`src/rtl/vfd_scan_pkg.sv`:
```
package vfd_scan_pkg;
    localparam int REG_W  = 8;
    localparam int ADDR_W = 2;

    localparam logic [ADDR_W-1:0] ADDR_MODE   = 2'd0;
    localparam logic [ADDR_W-1:0] ADDR_CTRL   = 2'd1;
    localparam logic [ADDR_W-1:0] ADDR_PERIOD = 2'd2;

    typedef enum logic [1:0] {
        ST_IDLE  = 2'd0,
        ST_DIGIT = 2'd1,
        ST_BLANK = 2'd2
    } scan_state_t;

    typedef struct packed {
        logic       slow;
        logic       grad;
        logic       wide;
        logic [1:0] scan;
        logic       run;
    } mode_t;

    typedef struct packed {
        logic grad_pol;
        logic hv_toff;
        logic cmos_toff;
        logic toff_kill;
        logic invert;
    } ctrl_t;

    localparam int MODE_W = $bits(mode_t);
    localparam int CTRL_W = $bits(ctrl_t);
endpackage

```
`src/rtl/vfd_scan_regs.sv`:
```
module vfd_scan_regs
    import vfd_scan_pkg::*;
#(
    parameter int PER_W = 8
) (
    input  logic              clk,
    input  logic              rst_n,
    input  logic              wr_en,
    input  logic [ADDR_W-1:0] wr_addr,
    input  logic [REG_W-1:0]  wr_data,
    input  logic              rd_en,
    input  logic [ADDR_W-1:0] rd_addr,
    output mode_t             mode,
    output ctrl_t             ctrl,
    output logic [PER_W-1:0]  period,
    output logic [REG_W-1:0]  rd_data,
    output logic              start_req,
    output logic              stop_req
);
    logic mode_wr;

    assign mode_wr   = wr_en && (wr_addr == ADDR_MODE);
    // run edge 0 -> 1 starts; any mode write with run=0 stops
    assign start_req = mode_wr && wr_data[0] && !mode.run;
    assign stop_req  = mode_wr && !wr_data[0];

    always_ff @(posedge clk or negedge rst_n) begin
        if (!rst_n) begin
            mode   <= '0;
            ctrl   <= '0;
            period <= '0;
        end else if (wr_en) begin
            case (wr_addr)
                ADDR_MODE:   mode   <= mode_t'(wr_data[MODE_W-1:0]);
                ADDR_CTRL:   ctrl   <= ctrl_t'(wr_data[CTRL_W-1:0]);
                ADDR_PERIOD: period <= wr_data[PER_W-1:0];
                default: ;
            endcase
        end
    end

    always_comb begin
        rd_data = '0;
        if (rd_en) begin
            case (rd_addr)
                ADDR_MODE:   rd_data = {{(REG_W-MODE_W){1'b0}}, mode};
                ADDR_CTRL:   rd_data = {{(REG_W-CTRL_W){1'b0}}, ctrl};
                ADDR_PERIOD: rd_data = {{(REG_W-PER_W){1'b0}}, period};
                default:     rd_data = '0;
            endcase
        end
    end

    assert_mode_write_R2: assert property (@(posedge clk) disable iff (!rst_n)
        mode_wr |=> (mode == mode_t'($past(wr_data[MODE_W-1:0]))));

    assert_unassigned_zero_R2: assert property (@(posedge clk) disable iff (!rst_n)
        (rd_en && rd_addr == ADDR_MODE) |-> (rd_data[REG_W-1:MODE_W] == '0));
endmodule

```
`src/rtl/vfd_scan_prescaler.sv`:
```
module vfd_scan_prescaler #(
    parameter int DIV_LO = 32,
    parameter int DIV_HI = 128
) (
    input  logic clk,
    input  logic rst_n,
    input  logic clear,
    input  logic slow,
    output logic tick
);
    localparam int PRE_W = $clog2(DIV_HI);

    logic [PRE_W-1:0] cnt;
    logic [PRE_W-1:0] limit;

    assign limit = slow ? PRE_W'(DIV_HI - 1) : PRE_W'(DIV_LO - 1);
    assign tick  = !clear && (cnt >= limit);

    always_ff @(posedge clk or negedge rst_n) begin
        if (!rst_n) begin
            cnt <= '0;
        end else if (clear || cnt >= limit) begin
            cnt <= '0;
        end else begin
            cnt <= cnt + 1'b1;
        end
    end

    assert_tick_single_R4: assert property (@(posedge clk) disable iff (!rst_n)
        tick |=> !tick);
endmodule

```
`src/rtl/vfd_scan_fsm.sv`:
```
module vfd_scan_fsm
    import vfd_scan_pkg::*;
#(
    parameter int NUM_DIG    = 32,
    parameter int NARROW_DIG = 16,
    parameter int PER_W      = 8,
    localparam int DIG_W     = $clog2(NUM_DIG)
) (
    input  logic             clk,
    input  logic             rst_n,
    input  logic             start_req,
    input  logic             stop_req,
    input  logic             tick,
    input  logic [PER_W-1:0] period,
    input  logic [1:0]       scan_code,
    input  logic             frame_wide,
    output scan_state_t      state,
    output logic [DIG_W-1:0] digit,
    output logic [PER_W-1:0] tcnt,
    output logic             irq,
    output logic             digit_on
);
    localparam logic [DIG_W-1:0] LAST_WIDE   = DIG_W'(NUM_DIG - 1);
    localparam logic [DIG_W-1:0] LAST_NARROW = DIG_W'(NARROW_DIG - 1);

    scan_state_t      nxt_state;
    logic [DIG_W-1:0] nxt_digit;
    logic [DIG_W-1:0] last_digit;
    logic [PER_W-1:0] nxt_tcnt;
    logic [1:0]       scan_cnt;
    logic [1:0]       nxt_scan;
    logic             nxt_irq;
    logic             period_end;

    assign last_digit = frame_wide ? LAST_WIDE : LAST_NARROW;
    assign period_end = tick && (tcnt >= period);

    // next-state logic
    always_comb begin
        nxt_state = state;
        nxt_digit = digit;
        nxt_tcnt  = tcnt;
        nxt_scan  = scan_cnt;
        nxt_irq   = 1'b0;
        if (stop_req) begin
            nxt_state = ST_IDLE;
            nxt_digit = '0;
            nxt_tcnt  = '0;
            nxt_scan  = '0;
        end else begin
            unique case (state)
                ST_IDLE: begin
                    if (start_req) begin
                        nxt_state = ST_DIGIT;
                        nxt_digit = '0;
                        nxt_tcnt  = '0;
                        nxt_irq   = (scan_code == 2'd0);
                    end
                end
                ST_DIGIT: begin
                    if (period_end) begin
                        nxt_tcnt = '0;
                        if (digit >= last_digit) begin
                            nxt_irq = 1'b1;
                            if (scan_code == 2'd0) begin
                                nxt_digit = '0;
                            end else begin
                                nxt_state = ST_BLANK;
                                nxt_scan  = '0;
                            end
                        end else begin
                            nxt_digit = digit + 1'b1;
                            nxt_irq   = (scan_code == 2'd0);
                        end
                    end else if (tick) begin
                        nxt_tcnt = tcnt + 1'b1;
                    end
                end
                ST_BLANK: begin
                    if (period_end) begin
                        nxt_tcnt = '0;
                        if ({1'b0, scan_cnt} + 3'd1 >= {1'b0, scan_code}) begin
                            nxt_state = ST_DIGIT;
                            nxt_digit = '0;
                        end else begin
                            nxt_scan = scan_cnt + 1'b1;
                        end
                    end else if (tick) begin
                        nxt_tcnt = tcnt + 1'b1;
                    end
                end
                default: nxt_state = ST_IDLE;
            endcase
        end
    end

    // state register
    always_ff @(posedge clk or negedge rst_n) begin
        if (!rst_n) begin
            state    <= ST_IDLE;
            digit    <= '0;
            tcnt     <= '0;
            scan_cnt <= '0;
            irq      <= 1'b0;
        end else begin
            state    <= nxt_state;
            digit    <= nxt_digit;
            tcnt     <= nxt_tcnt;
            scan_cnt <= nxt_scan;
            irq      <= nxt_irq;
        end
    end

    // outputs
    always_comb begin
        digit_on = (state == ST_DIGIT);
    end

    assert_stop_idle_R3: assert property (@(posedge clk) disable iff (!rst_n)
        stop_req |=> (state == ST_IDLE));

    assert_start_first_R3: assert property (@(posedge clk) disable iff (!rst_n)
        (state == ST_IDLE && start_req && !stop_req) |=>
            (state == ST_DIGIT && digit == '0 && tcnt == '0));

    assert_advance_R4: assert property (@(posedge clk) disable iff (!rst_n)
        (state == ST_DIGIT && period_end && digit < last_digit && !stop_req) |=>
            (digit == DIG_W'($past(digit) + 1'b1)));

    assert_irq_pulse_R7: assert property (@(posedge clk) disable iff (!rst_n)
        irq |=> !irq);
endmodule

```
`src/rtl/vfd_scan_outputs.sv`:
```
module vfd_scan_outputs
    import vfd_scan_pkg::*;
#(
    parameter int NUM_DIG = 32,
    parameter int PER_W   = 8,
    parameter int GRP_W   = 4,
    localparam int DIG_W  = $clog2(NUM_DIG)
) (
    input  logic               clk,
    input  logic               rst_n,
    input  logic               digit_on,
    input  logic [DIG_W-1:0]   digit,
    input  logic [PER_W-1:0]   tcnt,
    input  logic [PER_W-1:0]   period,
    input  ctrl_t              ctrl,
    input  logic               grad_mode,
    output logic [NUM_DIG-1:0] dig_strobe,
    output logic [NUM_DIG-1:0] hv_out,
    output logic [GRP_W-1:0]   grp_out,
    output logic               grad_data
);
    logic [PER_W+1:0] triple;
    logic [PER_W+1:0] toff2;
    logic [PER_W-1:0] toff1;
    logic             late;
    logic             window;
    logic             hv_cut;
    logic             grp_cut;

    assign triple  = {2'b00, period} + {1'b0, period, 1'b0};
    assign toff2   = triple >> 2;
    assign toff1   = period >> 2;
    assign late    = ({2'b00, tcnt} >= toff2);
    assign window  = (tcnt >= toff1) && !late;
    assign hv_cut  = ctrl.hv_toff && late;
    assign grp_cut = ctrl.cmos_toff && !ctrl.toff_kill && late;

    for (genvar i = 0; i < NUM_DIG; i++) begin : g_dig
        assign dig_strobe[i] = digit_on && (digit == DIG_W'(i));
        assign hv_out[i]     = dig_strobe[i] && !hv_cut;
    end

    for (genvar g = 0; g < GRP_W; g++) begin : g_grp
        assign grp_out[g] = (dig_strobe[g] && !grp_cut) ^ ctrl.invert;
    end

    assign grad_data = grad_mode && digit_on && (ctrl.grad_pol ? !window : window);

    assert_onehot_R4: assert property (@(posedge clk) disable iff (!rst_n)
        $onehot0(dig_strobe));

    assert_hv_subset_R8: assert property (@(posedge clk) disable iff (!rst_n)
        ((hv_out & ~dig_strobe) == '0));

    assert_grad_idle_R10: assert property (@(posedge clk) disable iff (!rst_n)
        !digit_on |-> !grad_data);
endmodule

```
`src/rtl/vfd_scan_timer.sv`:
```
module vfd_scan_timer
    import vfd_scan_pkg::*;
#(
    parameter int NUM_DIG    = 32,
    parameter int NARROW_DIG = 16,
    parameter int PER_W      = 8,
    parameter int DIV_LO     = 32,
    parameter int DIV_HI     = 128,
    parameter int GRP_W      = 4
) (
    input  logic               clk,
    input  logic               rst_n,
    input  logic               wr_en,
    input  logic [1:0]         wr_addr,
    input  logic [7:0]         wr_data,
    input  logic               rd_en,
    input  logic [1:0]         rd_addr,
    output logic [7:0]         rd_data,
    output logic [NUM_DIG-1:0] dig_strobe,
    output logic [NUM_DIG-1:0] hv_out,
    output logic [GRP_W-1:0]   grp_out,
    output logic               grad_data,
    output logic               irq
);
    localparam int DIG_W = $clog2(NUM_DIG);

    mode_t            mode;
    ctrl_t            ctrl;
    logic [PER_W-1:0] period;
    logic             start_req;
    logic             stop_req;
    logic             tick;
    logic             pre_clear;
    scan_state_t      state;
    logic [DIG_W-1:0] digit;
    logic [PER_W-1:0] tcnt;
    logic             digit_on;

    assign pre_clear = start_req || (state == ST_IDLE);

    vfd_scan_regs #(.PER_W(PER_W)) u_regs (
        .clk       (clk),
        .rst_n     (rst_n),
        .wr_en     (wr_en),
        .wr_addr   (wr_addr),
        .wr_data   (wr_data),
        .rd_en     (rd_en),
        .rd_addr   (rd_addr),
        .mode      (mode),
        .ctrl      (ctrl),
        .period    (period),
        .rd_data   (rd_data),
        .start_req (start_req),
        .stop_req  (stop_req)
    );

    vfd_scan_prescaler #(.DIV_LO(DIV_LO), .DIV_HI(DIV_HI)) u_pre (
        .clk   (clk),
        .rst_n (rst_n),
        .clear (pre_clear),
        .slow  (mode.slow),
        .tick  (tick)
    );

    vfd_scan_fsm #(.NUM_DIG(NUM_DIG), .NARROW_DIG(NARROW_DIG), .PER_W(PER_W)) u_fsm (
        .clk        (clk),
        .rst_n      (rst_n),
        .start_req  (start_req),
        .stop_req   (stop_req),
        .tick       (tick),
        .period     (period),
        .scan_code  (mode.scan),
        .frame_wide (mode.wide && !mode.grad),
        .state      (state),
        .digit      (digit),
        .tcnt       (tcnt),
        .irq        (irq),
        .digit_on   (digit_on)
    );

    vfd_scan_outputs #(.NUM_DIG(NUM_DIG), .PER_W(PER_W), .GRP_W(GRP_W)) u_out (
        .clk        (clk),
        .rst_n      (rst_n),
        .digit_on   (digit_on),
        .digit      (digit),
        .tcnt       (tcnt),
        .period     (period),
        .ctrl       (ctrl),
        .grad_mode  (mode.grad),
        .dig_strobe (dig_strobe),
        .hv_out     (hv_out),
        .grp_out    (grp_out),
        .grad_data  (grad_data)
    );

    assert_grad_narrow_R5: assert property (@(posedge clk) disable iff (!rst_n)
        (state == ST_DIGIT && mode.grad && $past(mode.grad) && $past(state) == ST_IDLE)
            |-> (digit < DIG_W'(NARROW_DIG)));
endmodule

```
`config.mk`:
```
export PLATFORM = sky130hd
export DESIGN_NAME = vfd_scan_timer
export DESIGN_NICKNAME = d
export VERILOG_FILES = /design/src/rtl/vfd_scan_pkg.sv /design/src/rtl/vfd_scan_regs.sv /design/src/rtl/vfd_scan_prescaler.sv /design/src/rtl/vfd_scan_fsm.sv /design/src/rtl/vfd_scan_outputs.sv /design/src/rtl/vfd_scan_timer.sv
export SDC_FILE = /design/constraint.sdc
export NUM_CORES = 1
export LEC_CHECK = 0
export BUFFER_PORTS_ARGS = -buffer_cell sky130_fd_sc_hd__buf_4
export CAP_MARGIN = 20
export CORE_AREA = 2 2 127 129
export DETAILED_ROUTE_END_ITERATION = 8
export DIE_AREA = 0 0 129 131
export PLACE_DENSITY = 0.44
export SYNTH_ARGS = -nofsm -noshare
export SYNTH_HDL_FRONTEND = slang
export SYNTH_SLANG_ARGS = --single-unit
```
`constraint.sdc`:
```
create_clock -name clk -period 6 [get_ports clk]
set_input_delay 0.9 -clock clk [delete_from_list [all_inputs] [get_ports clk]]
set_output_delay 0.9 -clock clk [all_outputs]
set_load 0.01 [all_outputs]
```
==> impl_metrics.xml <==
<?xml version="1.0" encoding="UTF-8"?>
<metrics>
  <group name="yosys">
    <metric name="synth_largest_area_cell" unit="">dfrtp_1</metric>
    <metric name="avgSynthCellArea" unit="um^2">8.475</metric>
    <metric name="synth_adder_area_share" unit="">0.1647</metric>
    <metric name="synth-simple-area-share" unit="">0.2589</metric>
    <metric name="synth_seq_cells" unit="">44</metric>
    <metric name="yosysWarningCount" unit="">0</metric>
    <metric name="synth_top_flop_cell" unit="">dfrtp_1</metric>
    <metric name="synth_cells" unit="">450</metric>
    <metric name="unique_masters_post_synth" unit="">56</metric>
    <metric name="dominant_combinational_cell_family_by_area_after_synthesis" unit="">simple AND/OR/NAND/NOR gates</metric>
    <metric name="synth_sequential_area_ratio" unit="">0.2887</metric>
    <metric name="synth-edff-count" unit="">0</metric>
    <metric name="synth.net_count" unit="">515</metric>
    <metric name="xor_and_xnor_area_share_after_synthesis" unit="">0.03445</metric>
    <metric name="post-synth-top-area-fraction" unit="">0.2887</metric>
    <metric name="synth_async_sr_flop_share" unit="">1.000</metric>
    <metric name="main_area_contributors_after_synthesis" unit="">dfrtp_1 (29%), ha_1 (15%), nor2_1 (6.0%)</metric>
    <metric name="syn-cell-area" unit="um^2">3814</metric>
    <metric name="synth_compound_gate_area_share" unit="">0.1588</metric>
    <metric name="synth.area.mux_share" unit="">0.06266</metric>
  </group>
  <group name="clock_tree">
    <metric name="h_tree_depth" unit="">2</metric>
    <metric name="tritoncts" unit="">done</metric>
    <metric name="path_clk_slew" unit="ns">0.06</metric>
    <metric name="cts_buffers" unit="">5</metric>
    <metric name="cts_hold_buf" unit="">0</metric>
    <metric name="cts_resized" unit="">0</metric>
    <metric name="max-clock-path-buffers" unit="">2</metric>
    <metric name="cts-root-buf" unit="">clkbuf_16</metric>
    <metric name="worst_skew_pair.late_latency" unit="ns">0.29</metric>
    <metric name="clock_sinks" unit="">44</metric>
    <metric name="post_cts.repair.setup_buffers" unit="">0</metric>
  </group>
  <group name="worst_setup_path">
    <metric name="critical_path.reg2reg.endpoint" unit="">u_fsm.digit[1]$_DFFE_PN0P_</metric>
    <metric name="setup.worst_path.end_class" unit="">output port</metric>
    <metric name="timing.setup.critical_path_class" unit="">reg2out</metric>
    <metric name="path_depth_of_the_worst_reg2reg_path" unit="">7</metric>
    <metric name="path_max_fanout" unit="">16</metric>
    <metric name="crit_arrival" unit="ns">4.19</metric>
    <metric name="startpoint_class" unit="">flop</metric>
    <metric name="reg2reg_slack" unit="ns">3.22</metric>
    <metric name="timing.rr.start" unit="">u_regs.period[7]$_DFFE_PN0P_</metric>
    <metric name="worst-endpoint-required" unit="ns">5.10</metric>
  </group>
  <group name="timing">
    <metric name="achievable-frequency" unit="MHz">196.6</metric>
    <metric name="maxSlewViolCount" unit="">0</metric>
    <metric name="finalCriticalPeriod" unit="ns">5.086</metric>
    <metric name="transition_time_of_the_tightest_slew_check_pin" unit="ns">0.9636</metric>
    <metric name="hold_violations" unit="">0</metric>
    <metric name="finalSetupViolCount" unit="">0</metric>
    <metric name="layout_worst_path_cycle_share" unit="">0.8477</metric>
    <metric name="slew_headroom" unit="">0.3521</metric>
    <metric name="finalClockSkew" unit="ns">0.004982</metric>
    <metric name="rsz0062_at_grt" unit="">false</metric>
    <metric name="accumulated_negative_setup_slack" unit="ns">0</metric>
    <metric name="holdWs" unit="ns">0.5215</metric>
  </group>
  <group name="place">
    <metric name="buffer_ports.inserted" unit="">93</metric>
    <metric name="gp_routability_congestion" unit="">0.7492</metric>
    <metric name="place_area" unit="um^2">4743</metric>
    <metric name="place.detailed.hpwl" unit="um">8409</metric>
  </group>
  <group name="final_layout">
    <metric name="final_layout_size_suffix_gt1_frac" unit="">0.2393</metric>
    <metric name="layout-area-overhead-vs-synth" unit="%">29.23</metric>
    <metric name="antennaDiodeCount" unit="">0</metric>
    <metric name="final_design_area_no_fill" unit="um^2">4928</metric>
    <metric name="commonest_non_fill_non_tap_cell_in_the_layout" unit="">buf_4</metric>
    <metric name="mostFrequentLayoutCells" unit="">buf_4 (94), nor2_1 (61), ha_1 (47)</metric>
    <metric name="num-nets-final" unit="">604</metric>
  </group>
  <group name="global_route">
    <metric name="grt_max_degree" unit="">45</metric>
    <metric name="grt_pass1_vias" unit="">3396</metric>
    <metric name="global_routing_usage_summed_across_all_routing_layers" unit="">0.1265</metric>
    <metric name="wire_length_of_the_first_global_routing_pass" unit="um">17210</metric>
    <metric name="global_route.overflow_total" unit="">0</metric>
    <metric name="grt_antenna_before_repair" unit="">0</metric>
  </group>
  <group name="floorplanning">
    <metric name="die-area" unit="um^2">16900</metric>
    <metric name="dieWidth" unit="um">129</metric>
    <metric name="start_util" unit="">0.2445</metric>
    <metric name="chipHeight" unit="um">131</metric>
    <metric name="rows" unit="">46</metric>
    <metric name="floorplan.core_area" unit="um^2">15600</metric>
    <metric name="io_pins" unit="">94</metric>
  </group>
  <group name="route">
    <metric name="drt_pass1_iterations" unit="">5</metric>
    <metric name="drtAntennaViolNets" unit="">0</metric>
    <metric name="dr.first_iter.drc_count" unit="">174</metric>
    <metric name="num_vias" unit="">3506</metric>
    <metric name="drc" unit="">0</metric>
    <metric name="post_drt_wl_per_cell" unit="um">14.29</metric>
    <metric name="viasPerCell" unit="">4.644</metric>
    <metric name="routed_wirelength" unit="um">10790</metric>
  </group>
  <group name="power">
    <metric name="leakage" unit="nW">2.385</metric>
    <metric name="pwr_density_cell" unit="nW/um^2">268.1</metric>
    <metric name="worst_ir_drop_vdd" unit="mV">0.1017</metric>
    <metric name="total_power" unit="mW">1.321</metric>
  </group>
  <group name="worst_hold_path">
    <metric name="hold_start" unit="">u_regs.mode[3]$_DFFE_PN0P_</metric>
    <metric name="hold_path_depth" unit="">2</metric>
    <metric name="worstHoldEndpoint" unit="">u_regs.mode[3]$_DFFE_PN0P_</metric>
    <metric name="holdCritPathClass" unit="">reg2reg</metric>
  </group>
  <group name="status">
    <metric name="status" unit="">complete, no violations</metric>
  </group>
  <group name="job">
    <metric name="max_cap_viol_count" unit="">0</metric>
  </group>
</metrics>
-- worst max-delay path, cell delays in order, from the launching register on --
cell and delay, ns:
dfrtp_1 0.47, ha_1 0.33, a31o_2 0.23, a21oi_1 0.27
nor2_1 0.08, a2111oi_0 0.43, o21bai_1 0.14, xnor2_1 0.14
ha_1 0.30, o211a_1 0.22, a221oi_1 0.27, o21a_1 0.36
nor2_1 0.07, buf_4 0.20, nor3_1 0.23, buf_4 0.16
-- where the power goes --
group / total, mW / leakage (nW) / switching [mW] / internal (mW)
combinational: 0.574 / 1.72 / 0.330 / 0.244
sequential: 0.393 / 0.572 / 0.0546 / 0.338
clock: 0.354 / 0.0899 / 0.118 / 0.236
total: 1.32 / 2.39 / 0.502 / 0.819
-- state kept, by name, summed over array words and instances, names as in the netlist --
name / count
u_fsm.tcnt: 8
u_fsm.digit: 5
u_regs.period: 8
u_fsm.state: 2
u_pre.cnt: 7
u_regs.ctrl: 5
u_regs.mode: 6
u_fsm.scan_cnt: 2
u_fsm.irq: 1
-- cells by family (layout without fill, tap and decap cells) --
group                      count (synthesis)  after routing
AOI/OAI and AO/OA                         88             88
muxes                                     22             22
DFF                                       44             44
xor gates and xnor gates                  15             15
buffers and inverters                     32            121
and+or+nand+nor                          200            200
adders and majority gates                 49             49
-- through the flow --
stage	setup WS (ns)	util	std cells
finish	0.9140	0.3160	755
global route	0.5262	0.3160	755
CTS	0.8756	0.3160	755
detailed placement	1.197	0.3041	748
global placement	1.390	0.3041	748
floorplan	1.520	-	450
-- area by class of cell --
type / instances / area [um^2]
clock buffer: 5 / 125.1
clock inverter: 2 / 60.06
fill: 1636 / 10670
inverter: 20 / 75.07
multi-input combinational: 374 / 2591
sequential: 44 / 1101
tap: 216 / 270.3
timing repair buffer: 94 / 705.7
-- cells in the mapped netlist, drive strengths merged (6+ instances only) --
cell,instances
mux2i,7
nand2b,11
mux2,15
and2,9
nor3,13
xnor2,8
o21ai,27
clkbuf,11
dfrtp,44
nor2,62
a21oi,13
and3,16
nor2b,13
nand2,42
nand3,20
ha,47
inv,20
xor2,7
a21o,6
-- worst max path at each step --
stage,cells after the start,startpoint,to
2_1_floorplan,15,u_regs.period[1]$_DFFE_PN0P_,hv_out[16]
3_3_place_gp,15,u_regs.period[2]$_DFFE_PN0P_,hv_out[16]
3_5_place_dp,15,u_regs.period[1]$_DFFE_PN0P_,hv_out[19]
4_1_cts,15,u_regs.period[1]$_DFFE_PN0P_,hv_out[19]
5_1_grt,15,u_regs.period[1]$_DFFE_PN0P_,hv_out[16]
6_report,15,u_regs.period[1]$_DFFE_PN0P_,hv_out[19]
-- layer usage --
| layer | GRT usage | wire (um) |
|---|---|---|
| met5 | 0 | 0 |
| met2 | 0.2110 | 5199 |
| met3 | 0.01995 | 323 |
| met4 | 0.03261 | 91 |
| met1 | 0.1716 | 5172 |
Note: power is estimated with default switching activity, not from simulation.
